===== config.mk =====
export PLATFORM = sky130hd
export DESIGN_NAME = chip_phase_dither
export DESIGN_NICKNAME = d
export VERILOG_FILES = /design/src/rtl/cps_pkg.sv /design/src/rtl/cps_update_gate.sv /design/src/rtl/cps_dither.sv /design/src/rtl/cps_phase_core.sv /design/src/rtl/chip_phase_dither.sv
export SDC_FILE = /design/constraint.sdc
export NUM_CORES = 1
export LEC_CHECK = 0
export BUFFER_PORTS_ARGS = -buffer_cell sky130_fd_sc_hd__buf_2
export CELL_PAD_IN_SITES_DETAIL_PLACEMENT = 0
export CELL_PAD_IN_SITES_GLOBAL_PLACEMENT = 2
export CORE_MARGIN = 1
export CORE_UTILIZATION = 38
export DETAILED_ROUTE_END_ITERATION = 8
export GPL_TIMING_DRIVEN = 0
export PLACE_DENSITY_LB_ADDON = 0.08
export SLEW_MARGIN = 20
export SYNTH_ARGS = -nofsm -noshare
export SYNTH_HDL_FRONTEND = slang
export SYNTH_HIERARCHICAL = 1
export SYNTH_SLANG_ARGS = --single-unit

===== constraint.sdc =====
create_clock -name clk -period 6.95 [get_ports clk]
set_input_delay 1.7375 -clock clk [delete_from_list [all_inputs] [get_ports clk]]
set_output_delay 1.7375 -clock clk [all_outputs]
set_load 0.02 [all_outputs]

===== src/rtl/cps_pkg.sv =====
package cps_pkg;

    // Width of a signed phase offset, in master clocks
    localparam int OFS_W = 8;

    typedef logic signed [OFS_W-1:0] ofs_t;

    typedef enum logic {
        DIR_RETARD  = 1'b0,
        DIR_ADVANCE = 1'b1
    } step_dir_e;

    typedef enum logic {
        DTH_PLAIN    = 1'b0,
        DTH_RETARDED = 1'b1
    } dith_state_e;

    // One phase adjustment: positive delta = retard (later), negative = advance
    typedef struct packed {
        logic valid;
        ofs_t delta;
    } phase_adj_t;

    // The step select field encodes size minus one
    function automatic int unsigned step_count(input int unsigned sel);
        return sel + 1;
    endfunction

    function automatic ofs_t signed_mag(input int unsigned mag, input step_dir_e dir);
        ofs_t m;
        m = ofs_t'(mag);
        return (dir == DIR_ADVANCE) ? -m : m;
    endfunction

endpackage


===== src/rtl/cps_update_gate.sv =====
module cps_update_gate
    import cps_pkg::*;
#(
    parameter int STEP_W = 3,
    parameter int GAP    = 32
) (
    input  logic              clk,
    input  logic              rst,
    input  logic              upd_i,
    input  logic              adv_i,
    input  logic [STEP_W-1:0] step_sel_i,
    output phase_adj_t        adj_o
);

    localparam int GW = $clog2(GAP);

    logic [GW-1:0] hold_q;
    logic          take;

    // A request is taken only once the spacing window has run out
    assign take = upd_i && (hold_q == '0);

    always_ff @(posedge clk) begin
        if (rst) begin
            hold_q <= '0;
        end else if (take) begin
            hold_q <= GW'(GAP - 1);
        end else if (hold_q != '0) begin
            hold_q <= hold_q - GW'(1);
        end
    end

    always_comb begin
        adj_o.valid = take;
        adj_o.delta = '0;
        if (take) begin
            adj_o.delta = signed_mag(step_count(32'(step_sel_i)), step_dir_e'(adv_i));
        end
    end

endmodule


===== src/rtl/cps_dither.sv =====
module cps_dither
    import cps_pkg::*;
#(
    parameter int AMP_W = 4
) (
    input  logic             clk,
    input  logic             rst,
    input  logic             track_i,
    input  logic             tick_i,
    input  logic             reload_i,
    input  logic [AMP_W-1:0] amp_i,
    output phase_adj_t       adj_o,
    output logic             retarded_o
);

    dith_state_e      st_q, st_d;
    logic [AMP_W-1:0] amp_q, amp_d;
    logic [AMP_W-1:0] applied_q, applied_d;

    always_comb begin
        amp_d = reload_i ? amp_i : amp_q;

        if (!track_i) begin
            st_d = DTH_PLAIN;
        end else if (tick_i) begin
            st_d = (st_q == DTH_RETARDED) ? DTH_PLAIN : DTH_RETARDED;
        end else begin
            st_d = st_q;
        end

        applied_d = (st_d == DTH_RETARDED) ? amp_d : '0;

        // The phase core only sees the change in applied retard
        adj_o.valid = (applied_d != applied_q);
        adj_o.delta = ofs_t'($signed({1'b0, applied_d})) - ofs_t'($signed({1'b0, applied_q}));
    end

    always_ff @(posedge clk) begin
        if (rst) begin
            st_q      <= DTH_PLAIN;
            amp_q     <= '0;
            applied_q <= '0;
        end else begin
            st_q      <= st_d;
            amp_q     <= amp_d;
            applied_q <= applied_d;
        end
    end

    assign retarded_o = (st_q == DTH_RETARDED);

endmodule


===== src/rtl/cps_phase_core.sv =====
module cps_phase_core
    import cps_pkg::*;
#(
    parameter int SUB_W = 4,
    parameter int N_ADJ = 2
) (
    input  logic       clk,
    input  logic       rst,
    input  phase_adj_t adj_i [N_ADJ],
    output logic       stb_o
);

    localparam int CHIP_LEN = 1 << SUB_W;
    localparam int TERM     = CHIP_LEN - 1;
    localparam int WW       = OFS_W + 2;
    localparam int CNT_W    = OFS_W;

    typedef logic signed [WW-1:0] wide_t;

    logic [CNT_W-1:0] cnt_q;
    ofs_t             pend_q;
    wide_t            adj_sum;
    wide_t            cnt_w;
    wide_t            limit_w;
    wide_t            pend_nx;
    logic             fire;

    always_comb begin
        adj_sum = '0;
        for (int i = 0; i < N_ADJ; i++) begin
            if (adj_i[i].valid) begin
                adj_sum = adj_sum + wide_t'(adj_i[i].delta);
            end
        end
    end

    // The period in progress ends when the count reaches the nominal
    // terminal plus the pending offset. Whatever part of the offset the
    // period could not absorb is carried on to the next period.
    always_comb begin
        cnt_w   = $signed({2'b00, cnt_q});
        limit_w = wide_t'(TERM) + wide_t'(pend_q);
        fire    = (cnt_w >= limit_w);
        if (fire) begin
            pend_nx = wide_t'(pend_q) + wide_t'(TERM) - cnt_w + adj_sum;
        end else begin
            pend_nx = wide_t'(pend_q) + adj_sum;
        end
    end

    always_ff @(posedge clk) begin
        if (rst) begin
            cnt_q  <= '0;
            pend_q <= '0;
            stb_o  <= 1'b0;
        end else begin
            stb_o  <= fire;
            cnt_q  <= fire ? '0 : cnt_q + CNT_W'(1);
            pend_q <= ofs_t'(pend_nx);
        end
    end

endmodule


===== src/rtl/chip_phase_dither.sv =====
module chip_phase_dither
    import cps_pkg::*;
#(
    parameter int SUB_W   = 4,
    parameter int STEP_W  = 3,
    parameter int AMP_W   = 4,
    parameter int UPD_GAP = 32
) (
    input  logic              clk,
    input  logic              rst,
    input  logic              upd_i,
    input  logic              adv_i,
    input  logic [STEP_W-1:0] step_sel_i,
    input  logic              track_i,
    input  logic [AMP_W-1:0]  dither_amp_i,
    input  logic              tdd_tick_i,
    input  logic              reload_i,
    output logic              chip_stb_o,
    output logic              dither_o
);

    localparam int N_ADJ = 2;

    phase_adj_t adj_bus [N_ADJ];

    cps_update_gate #(
        .STEP_W (STEP_W),
        .GAP    (UPD_GAP)
    ) u_gate (
        .clk        (clk),
        .rst        (rst),
        .upd_i      (upd_i),
        .adv_i      (adv_i),
        .step_sel_i (step_sel_i),
        .adj_o      (adj_bus[0])
    );

    cps_dither #(
        .AMP_W (AMP_W)
    ) u_dither (
        .clk        (clk),
        .rst        (rst),
        .track_i    (track_i),
        .tick_i     (tdd_tick_i),
        .reload_i   (reload_i),
        .amp_i      (dither_amp_i),
        .adj_o      (adj_bus[1]),
        .retarded_o (dither_o)
    );

    cps_phase_core #(
        .SUB_W (SUB_W),
        .N_ADJ (N_ADJ)
    ) u_core (
        .clk   (clk),
        .rst   (rst),
        .adj_i (adj_bus),
        .stb_o (chip_stb_o)
    );

endmodule


==> flow_metrics.env, run 1 <==
export IMPL_run_status="finished clean"
export IMPL_clock_sinks=31
export IMPL_fp_dieW_um=89.5
export IMPL_cellPowerDensity_mw_per_mm2=423
export IMPL_dp_cells=464
export IMPL_worstMarginPinSlew_ns=0.627
export IMPL_grt_pass1_vias=2133
export IMPL_cp_data_required_time_ns=7.10
export IMPL_synth_nets=413
export IMPL_die_h_um=89.5
export IMPL_cts_resized=0
export IMPL_p_sw_uw=621
export IMPL_track_usage=0.165
export IMPL_fin_worst_skew_ns=0.00501
export IMPL_max_cap_viol_count=0
export IMPL_cts_root_buffer="clkbuf_8"
export IMPL_critPathArrivalTime_ns=6.44
export IMPL_cts_tree="yes"
export IMPL_dieArea_mm2=0.00801
export IMPL_ys_warn_count=6
export IMPL_slew_headroom=0.581
export IMPL_nNetsFinal=434
export IMPL_rsz0062_at_grt="false"
export IMPL_viasPerCell=4.85
export IMPL_overflow=0
export IMPL_drt_iter0_markers=93
export IMPL_wl_per_cell_um=12.4
export IMPL_clockBufferDepth=2
export IMPL_gp_congestion=0.771
export IMPL_timing_final_ws_setup_ns=0.661
export IMPL_io_buffer_count=14
export IMPL_final_cells=471
export IMPL_num_vias=2284
export IMPL_clock_latency_ns=0.28
export IMPL_holdCritPathClass="reg -> reg"
export IMPL_coreArea_mm2=0.00733
export IMPL_mostFrequentLayoutCell="nor2_1"
export IMPL_p_clk_frac=0.110
export IMPL_final_layout_size_suffix_gt1_frac=0.129
export IMPL_drv_slew=0
export IMPL_ir_worst_vdd_uv=199
export IMPL_mappedNetlistArea_mm2=0.00291
export IMPL_endpoint_kind="register"
export IMPL_fp_row_count=31
export IMPL_async_reset_ff_frac=0
export IMPL_finalSetupViolCount=0
export IMPL_p_leak_uw=0.00141
export IMPL_area_growth_pct=9.67
export IMPL_yosys_register_bits=31
export IMPL_ys_types=52
export IMPL_wl_um=5860
export IMPL_layout_common_cells="45 x nor2_1, 38 x ha_1, 37 x inv_1"
export IMPL_period_needed_ns=6.29
export IMPL_start_util=0.397
export IMPL_grt_max_degree=11
export IMPL_p_sw_frac=0.461
export IMPL_dpl_worst_slack_ns=0.360
export IMPL_num_io_pins=16
export IMPL_drc=0
export IMPL_clk_pin_slew_ns=0.07
export IMPL_seq_power_share=0.195
export IMPL_ctsHoldBuffers=0
export IMPL_synth_edff_count=0
export IMPL_worstSetupPathType="in -> reg"
export IMPL_avgSynthCellArea_um2=8.29
export IMPL_crit_path_start_kind="input port"
export IMPL_antenna_found_initial=0
export IMPL_htreeDepth=2
export IMPL_period_share=0.905
export IMPL_yosysSeqAreaShare=0.213
export IMPL_fin_setup_tns_ns=0
export IMPL_grt_pass1_wl_um=10000
export IMPL_antenna_cells=0
export IMPL_post_cts_buffers=0
export IMPL_fin_total_pwr_uw=1350
export IMPL_intPower_uw=728
export IMPL_dp_hpwl_um=4880
export IMPL_first_pass_iters=5
export IMPL_path_max_fanout=5
export IMPL_synth_flop_cell="dfxtp_1"
export IMPL_cts_buffers=5
export IMPL_synth_cells=351
export IMPL_fmax_mhz=159
export IMPL_ant_nets=0
export IMPL_comb_power_share=0.696
export IMPL_hold_violations=0
-- cells in the mapped netlist (2+ instances only) --
cell      number  share of area
nor2_1        45          0.058
ha_1          38           0.16
inv_1         37          0.048
dfxtp_1       31           0.21
xnor2_1       25          0.075
a21oi_1       21          0.036
nand2_1       17          0.022
nand3_1       11          0.019
nor3_1        11          0.019
fa_1          10          0.069
xor2_1        10          0.030
mux2i_1        7          0.024
o21ai_0        7          0.012
a211oi_1       6          0.015
o21a_1         6          0.015
a21o_1         5          0.013
and2_2         5          0.013
buf_4          5          0.013
mux2_2         5          0.019
nor2b_1        5          0.011
nand3b_1       4          0.010
a31oi_1        3         0.0064
nand2b_1       3         0.0064
buf_2          2         0.0034
clkbuf_1       2         0.0026
nor3b_1        2         0.0052
o21bai_1       2         0.0052
or3_1          2         0.0043
-- final cells by class --
class / instances / area (um^2)
fillers: 766 / 4140
multi-input cells: 272 / 2090
flip-flops and latches: 31 / 621
inverters: 37 / 139
well taps: 99 / 124
clock buffers: 6 / 82.6
repair buffers: 14 / 70.1
plain buffers: 11 / 63.8
clock inverters: 1 / 5.00
-- per-stage QoR --
| step | util | instance area [um^2] | hold WS (ns) |
|---|---|---|---|
| 2_1_floorplan | - | 2910 | 0.444 |
| 3_3_place_gp | 0.423 | 3100 | 0.487 |
| 3_5_place_dp | 0.423 | 3100 | 0.490 |
| 4_1_cts | 0.435 | 3190 | 0.504 |
| 5_1_grt | 0.435 | 3190 | 0.530 |
| 6_report | 0.435 | 3190 | 0.496 |
-- worst max-delay path, stage by stage --
cell and delay (ns):
clkbuf_2 0.15, mux2i_1 0.30, or2_1 0.14, ha_1 0.15, inv_1 0.05, fa_1 0.50, inv_1 0.06, fa_1 0.45
nor2b_1 0.16, o21ai_0 0.17, a21oi_1 0.12, xnor2_1 0.13, mux2_2 0.30, fa_1 0.46, ha_1 0.36, nand3_1 0.10
o211ai_1 0.14, o41ai_1 0.44, xnor2_1 0.14, mux2i_1 0.18, xnor2_1 0.13, nor2_1 0.05
-- kinds of logic (layout without fill, tap and decap cells) --
group | Yosys count | in the layout | share of synthesized area
and+or+nand+nor | 116 | 116 | 0.198
xor gates and xnor gates | 35 | 35 | 0.105
DFF | 31 | 31 | 0.213
muxes | 12 | 12 | 0.0434
buffers and inverters | 48 | 69 | 0.0696
adders and majority gates | 49 | 49 | 0.236
AOI/OAI and AO/OA | 60 | 60 | 0.135
-- power groups by stage --
| stage | Sequential [uW] | Combinational (uW) | Clock (uW) |
|---|---|---|---|
| after detailed placement | 266 | 942 | 0 |
| after global routing | 269 | 1090 | 167 |
| after global placement | 268 | 941 | 0 |
| after floorplan | 255 | 768 | 0 |
| final | 262 | 938 | 148 |
| after CTS | 262 | 950 | 156 |
-- final timing paths --
| path | cells after the start | endpoint | slack (ns) | from |
|---|---|---|---|---|
| max | 22 | u_core/pend_q[7] | 0.66 | reload_i |
| min reg2reg | 1 | u_core/cnt_q[0] | 0.50 | u_core/cnt_q[0] |
| max reg2reg | 24 | u_core/pend_q[7] | 1.72 | u_gate/hold_q[0] |
| min | 1 | u_core/cnt_q[0] | 0.50 | u_core/cnt_q[0] |
-- state kept, by name (all words and copies together), names as in the netlist --
name	count
u_core/cnt_q	8
u_core/pend_q	8
u_core/stb_o	1
u_dither/amp_q	4
u_dither/applied_q	4
u_dither/retarded_o	1
u_gate/hold_q	5
-- layer usage --
layer  part of all wire  vias to the layer above  global-route usage
met5                  0                        -                   0
met4             0.0061                        0              0.0390
met3              0.023                        4              0.0332
met2               0.40                       23               0.229
met1               0.57                     1034               0.257
li1                   -                     1223                   -
No activity file was read; power rests on OpenSTA's default activity.
==> inputs of run 2 (changes only) <==
--- a/config.mk
+++ b/config.mk
@@ -9,7 +9,9 @@
 export CELL_PAD_IN_SITES_DETAIL_PLACEMENT = 0
 export CELL_PAD_IN_SITES_GLOBAL_PLACEMENT = 2
 export CORE_MARGIN = 1
-export CORE_UTILIZATION = 38
+export CORE_UTILIZATION = 39
+export CTS_BUF_LIST = sky130_fd_sc_hd__clkbuf_2
+export CTS_CLUSTER_DIAMETER = 200
 export DETAILED_ROUTE_END_ITERATION = 8
 export GPL_TIMING_DRIVEN = 0
 export PLACE_DENSITY_LB_ADDON = 0.08
==> flow_metrics.env, run 2 (synthesis gave the netlist of run 1 again) <==
export IMPL_cpMaxStageDelayCell="fa_1"
export IMPL_fin_setup_tns_ns=0
export IMPL_worstPathCellList="buf_2 -> xor2_1 -> nand2_2 -> or2_1 -> ha_1 -> inv_1 -> fa_1 -> ha_1 -> a21o_1 -> maj3_2 -> xnor2_1 -> a21oi_1 -> fa_1 -> ha_1 -> nand3_1 -> o211ai_1 -> o41ai_1 -> xnor2_1 -> mux2i_1 -> xnor2_1 -> nor2_1"
export IMPL_mostFrequentLayoutCell="nor2_1"
export IMPL_gp_congestion=0.756
export IMPL_endpoint_kind="register"
export IMPL_final_layout_size_suffix_gt1_frac=0.131
export IMPL_viasPerCell=4.77
export IMPL_clk_pin_slew_ns=0.19
export IMPL_period_share=0.869
export IMPL_post_cts_buffers=0
export IMPL_die_h_um=88.4
export IMPL_finalSetupViolCount=0
export IMPL_worst_path_stages=21
export IMPL_crit_path_start_kind="input port"
export IMPL_fin_worst_skew_ns=0.0295
export IMPL_drv_slew=0
export IMPL_cts_resized=0
export IMPL_period_needed_ns=6.04
export IMPL_grt_max_degree=12
export IMPL_track_usage=0.173
export IMPL_clockBufferDepth=2
export IMPL_num_vias=2252
export IMPL_area_growth_pct=8.21
export IMPL_run_status="finished clean"
export IMPL_fmax_mhz=166
export IMPL_cts_tree="yes"
export IMPL_num_io_pins=16
export IMPL_worstPathBufferInverterCount=2
export IMPL_coreArea_mm2=0.00721
export IMPL_fp_row_count=31
export IMPL_ctsHoldBuffers=0
export IMPL_final_util=0.437
export IMPL_start_util=0.403
export IMPL_cts_root_buffer="clkbuf_2"
export IMPL_critPathArrivalTime_ns=6.34
export IMPL_wl_um=5900
export IMPL_dieArea_mm2=0.00781
export IMPL_wl_per_cell_um=12.5
export IMPL_p_leak_uw=0.00139
export IMPL_min_path_cells=1
export IMPL_grt_pass1_vias=2186
export IMPL_antenna_found_initial=0
export IMPL_worstSetupPathType="in -> reg"
export IMPL_drc=0
export IMPL_first_pass_iters=4
export IMPL_rr_worst_depth=24
export IMPL_path_max_fanout=9
export IMPL_cpPeakStageDelay_ns=0.49
export IMPL_max_cap_viol_count=0
export IMPL_cellPowerDensity_mw_per_mm2=414
export IMPL_timing_final_ws_setup_ns=0.911
export IMPL_cts_buffers=5
export IMPL_clock_sinks=31
export IMPL_dp_hpwl_um=4870
export IMPL_rsz0062_at_grt="false"
export IMPL_nNetsFinal=434
export IMPL_drt_iter0_markers=64
export IMPL_critPathTopFamily="adder cells"
export IMPL_fp_dieW_um=88.4
export IMPL_hold_violations=0
export IMPL_io_buffer_count=14
export IMPL_htreeDepth=2
export IMPL_clock_latency_ns=0.40
export IMPL_ir_worst_vdd_uv=206
export IMPL_antenna_cells=0
export IMPL_overflow=0
export IMPL_dpl_worst_slack_ns=0.423
export IMPL_layout_common_cells="45 x nor2_1, 38 x ha_1, 37 x inv_1"
export IMPL_holdCritPathClass="reg -> reg"
export IMPL_grt_pass1_wl_um=10300
export IMPL_largestRegisters="u_core/cnt_q: 8 flops, u_core/pend_q: 8 flops, u_gate/hold_q: 5 flops"
export IMPL_worstMarginPinSlew_ns=0.521
export IMPL_cp_data_required_time_ns=7.25
export IMPL_slew_headroom=0.642
export IMPL_ant_nets=0
-- run 2: cell types whose count changed in the layout (fill, tap and decap cells not counted), sizes merged --
cell and delta:
clkbuf -1, clkinvlp +2
-- run 2: layout make-up --
class | count | area, um^2
plain buffers | 11 | 63.8
clock buffers | 5 | 25.0
flip-flops and latches | 31 | 621
repair buffers | 14 | 70.1
inverters | 37 | 139
fillers | 765 | 4070
well taps | 99 | 124
clock inverters | 3 | 20.0
multi-input cells | 272 | 2090
-- run 2: metal layers --
layer	global-route usage	wire length [um]
met1	0.248	3140
met2	0.269	2540
met3	0.0224	157
met4	0.0572	61
met5	0	0
-- run 2: final timing paths --
check                           to  slack, ns        startpoint
setup / recovery  u_core/pend_q[7]       0.91        tdd_tick_i
hold / removal    u_gate/hold_q[0]       0.52  u_gate/hold_q[0]
setup reg to reg  u_core/pend_q[7]       1.83  u_gate/hold_q[0]
hold reg to reg   u_gate/hold_q[0]       0.52  u_gate/hold_q[0]
-- run 2: where the power goes --
group | internal (uW) | leakage (uW) | switching [uW] | total, uW
sequential | 217 | 0.000254 | 46.4 | 263
combinational | 433 | 0.00111 | 509 | 942
clock | 23.8 | 0.0000250 | 73.2 | 97.0
-- run 2: per-stage QoR --
step / hold WS [ns] / cell area, um^2 / power, uW / instances
after CTS: 0.515 / 3150 / 1330 / 472
after detailed placement: 0.486 / 3100 / 1220 / 464
final: 0.522 / 3150 / 1300 / 472
after global routing: 0.539 / 3150 / 1470 / 472
after global placement: 0.485 / 3100 / 1220 / 464
after floorplan: 0.444 / 2910 / 1020 / 351
==> inputs of run 3 (changes only) <==
--- a/config.mk
+++ b/config.mk
@@ -18,5 +18,4 @@
 export SLEW_MARGIN = 20
 export SYNTH_ARGS = -nofsm -noshare
 export SYNTH_HDL_FRONTEND = slang
-export SYNTH_HIERARCHICAL = 1
 export SYNTH_SLANG_ARGS = --single-unit
==> flow_metrics.env, run 3 <==
export IMPL_die_h_um=89.3
export IMPL_holdCritPathClass="reg -> reg"
export IMPL_endpoint_kind="register"
export IMPL_cpPeakStageDelay_ns=0.58
export IMPL_worstSetupPathType="in -> reg"
export IMPL_yosys_register_bits=31
export IMPL_r2r_setup_slack_ns=1.90
export IMPL_rr_worst_depth=19
export IMPL_ys_types=46
export IMPL_ctsHoldBuffers=0
export IMPL_worstPathCellList="clkbuf_1 -> mux2i_1 -> or2_2 -> ha_1 -> inv_1 -> fa_1 -> fa_1 -> a21o_1 -> inv_1 -> fa_1 -> inv_1 -> ha_1 -> a211oi_1 -> o21ai_0 -> a31oi_1 -> xnor2_1 -> mux2i_1 -> xnor2_1 -> nor2_1"
export IMPL_period_share=0.889
export IMPL_drv_slew=0
export IMPL_first_pass_iters=5
export IMPL_max_cap_viol_count=0
export IMPL_synthTopCellsByCount="51 x nor2_1, 49 x inv_1, 46 x ha_1"
export IMPL_synth_nets=423
export IMPL_htreeDepth=2
export IMPL_largestRegisters="u_core.cnt_q: 8 flops, u_core.pend_q: 8 flops, u_gate.hold_q: 5 flops"
export IMPL_period_needed_ns=6.18
export IMPL_yosys_top_cells_area="dfxtp_1 21%, ha_1 19%, fa_1 6.7%"
export IMPL_antenna_cells=0
export IMPL_grt_pass1_wl_um=11000
export IMPL_startpoint="reload_i"
export IMPL_final_layout_size_suffix_gt1_frac=0.0960
export IMPL_ant_nets=0
export IMPL_rsz0062_at_grt="false"
export IMPL_grt_pass1_vias=2199
export IMPL_fin_worst_skew_ns=0.00336
export IMPL_cellPowerDensity_mw_per_mm2=431
export IMPL_path_max_fanout=4
export IMPL_track_usage=0.186
export IMPL_dieArea_mm2=0.00798
export IMPL_antenna_found_initial=0
export IMPL_clock_sinks=31
export IMPL_nNetsFinal=444
export IMPL_drt_iter0_markers=67
export IMPL_io_buffer_count=14
export IMPL_r2r_end="u_core.pend_q[7]"
export IMPL_yosysTopAreaCell="dfxtp_1"
export IMPL_synth_flop_cell="dfxtp_1"
export IMPL_run_status="finished clean"
export IMPL_p_leak_uw=0.00152
export IMPL_synth_cells=353
export IMPL_gp_congestion=0.735
export IMPL_critPathArrivalTime_ns=6.45
export IMPL_area_growth_pct=7.86
export IMPL_synth_edff_count=0
export IMPL_fin_setup_tns_ns=0
export IMPL_avgSynthCellArea_um2=8.43
export IMPL_slew_headroom=0.565
export IMPL_fp_dieW_um=89.3
export IMPL_post_cts_buffers=0
export IMPL_yosysMostFrequentCell="nor2_1"
export IMPL_design_area_mm2=0.00321
export IMPL_synth_top_area_share=0.209
export IMPL_ys_warn_count=0
export IMPL_cts_tree="yes"
export IMPL_hold_violations=0
export IMPL_dpl_worst_slack_ns=0.377
export IMPL_mappedNetlistArea_mm2=0.00298
export IMPL_cp_data_required_time_ns=7.23
export IMPL_finalSetupViolCount=0
export IMPL_clockBufferDepth=2
export IMPL_cts_buffers=5
export IMPL_crit_path_start_kind="input port"
export IMPL_ir_worst_vdd_uv=213
export IMPL_clk_pin_slew_ns=0.18
export IMPL_num_vias=2344
export IMPL_timing_final_ws_setup_ns=0.775
export IMPL_fmax_mhz=162
export IMPL_start_util=0.406
export IMPL_fp_row_count=31
export IMPL_timing_rr_start="u_dither.retarded_o"
export IMPL_mostFrequentLayoutCell="nor2_1"
export IMPL_clock_latency_ns=0.38
export IMPL_cts_resized=0
export IMPL_num_io_pins=16
export IMPL_worstMarginPinSlew_ns=0.652
export IMPL_layout_common_cells="51 x nor2_1, 49 x inv_1, 46 x ha_1"
export IMPL_grt_max_degree=11
export IMPL_async_reset_ff_frac=0
export IMPL_cts_root_buffer="clkbuf_2"
export IMPL_viasPerCell=4.95
export IMPL_cpMaxStageDelayCell="fa_1"
export IMPL_drc=0
export IMPL_dp_hpwl_um=5400
export IMPL_wl_um=6640
export IMPL_yosysSeqAreaShare=0.209
export IMPL_overflow=0
export IMPL_dpl_cell_area_mm2=0.00317
export IMPL_crit_end="u_core.pend_q[7]"
export IMPL_wl_per_cell_um=14.0
export IMPL_coreArea_mm2=0.00733
## run 3: how the worst min path moves through the flow
stage | start | to | cells past startpoint
floorplan | u_core.cnt_q[0] | u_core.cnt_q[0] | 1
global placement | u_core.cnt_q[0] | u_core.cnt_q[0] | 1
detailed placement | u_core.cnt_q[0] | u_core.cnt_q[0] | 1
CTS | u_gate.hold_q[1] | u_gate.hold_q[1] | 2
global route | u_gate.hold_q[1] | u_gate.hold_q[1] | 2
finish | u_core.cnt_q[0] | u_core.cnt_q[0] | 1
## run 3: logic make-up after synthesis
family | synth area share
adders and majority gates | 0.261
buffers and inverters | 0.0702
xor gates and xnor gates | 0.100
DFF | 0.209
and+or+nand+nor | 0.159
AOI/OAI and AO/OA | 0.163
muxes | 0.0378
## run 3: metal layers
layer	part of all wire	GRT usage	vias up
li1	-	-	1228
met1	0.57	0.286	1096
met2	0.41	0.266	16
met3	0.014	0.0305	4
met4	0.0072	0.0433	0
met5	0	0	-
## run 3: report_power, final
part           total [uW]  internal [uW]  switching [uW]
Sequential            261            214            47.4
Combinational        1030            455             571
Clock                94.2           22.4            71.7
## run 3: final cells by class
class                   instances  area [um^2]
plain buffers                   6         25.0
clock buffers                   5         25.0
clock inverters                 3         15.0
fillers                       750         4120
inverters                      49          184
multi-input cells             267         2150
flip-flops and latches         31          621
well taps                      99          124
repair buffers                 14         70.1
## run 3: worst max-delay path, delay by kind of cell
| kind | cells | cell delay, ns |
|---|---|---|
| xor gates and xnor gates | 2 | 0.35 |
| muxes | 2 | 0.50 |
| buffers and inverters | 4 | 0.44 |
| and+or+nand+nor | 2 | 0.22 |
| AOI/OAI and AO/OA | 4 | 1.14 |
| adders and majority gates | 5 | 2.07 |
## run 3: metrics by stage
stage	power, uW	hold slack (ns)	utilization	instances
global placement	1270	0.501	0.432	466
CTS	1390	0.554	0.438	474
floorplan	1070	0.456	-	353
detailed placement	1290	0.514	0.432	466
finish	1380	0.543	0.438	474
global route	1540	0.597	0.438	474
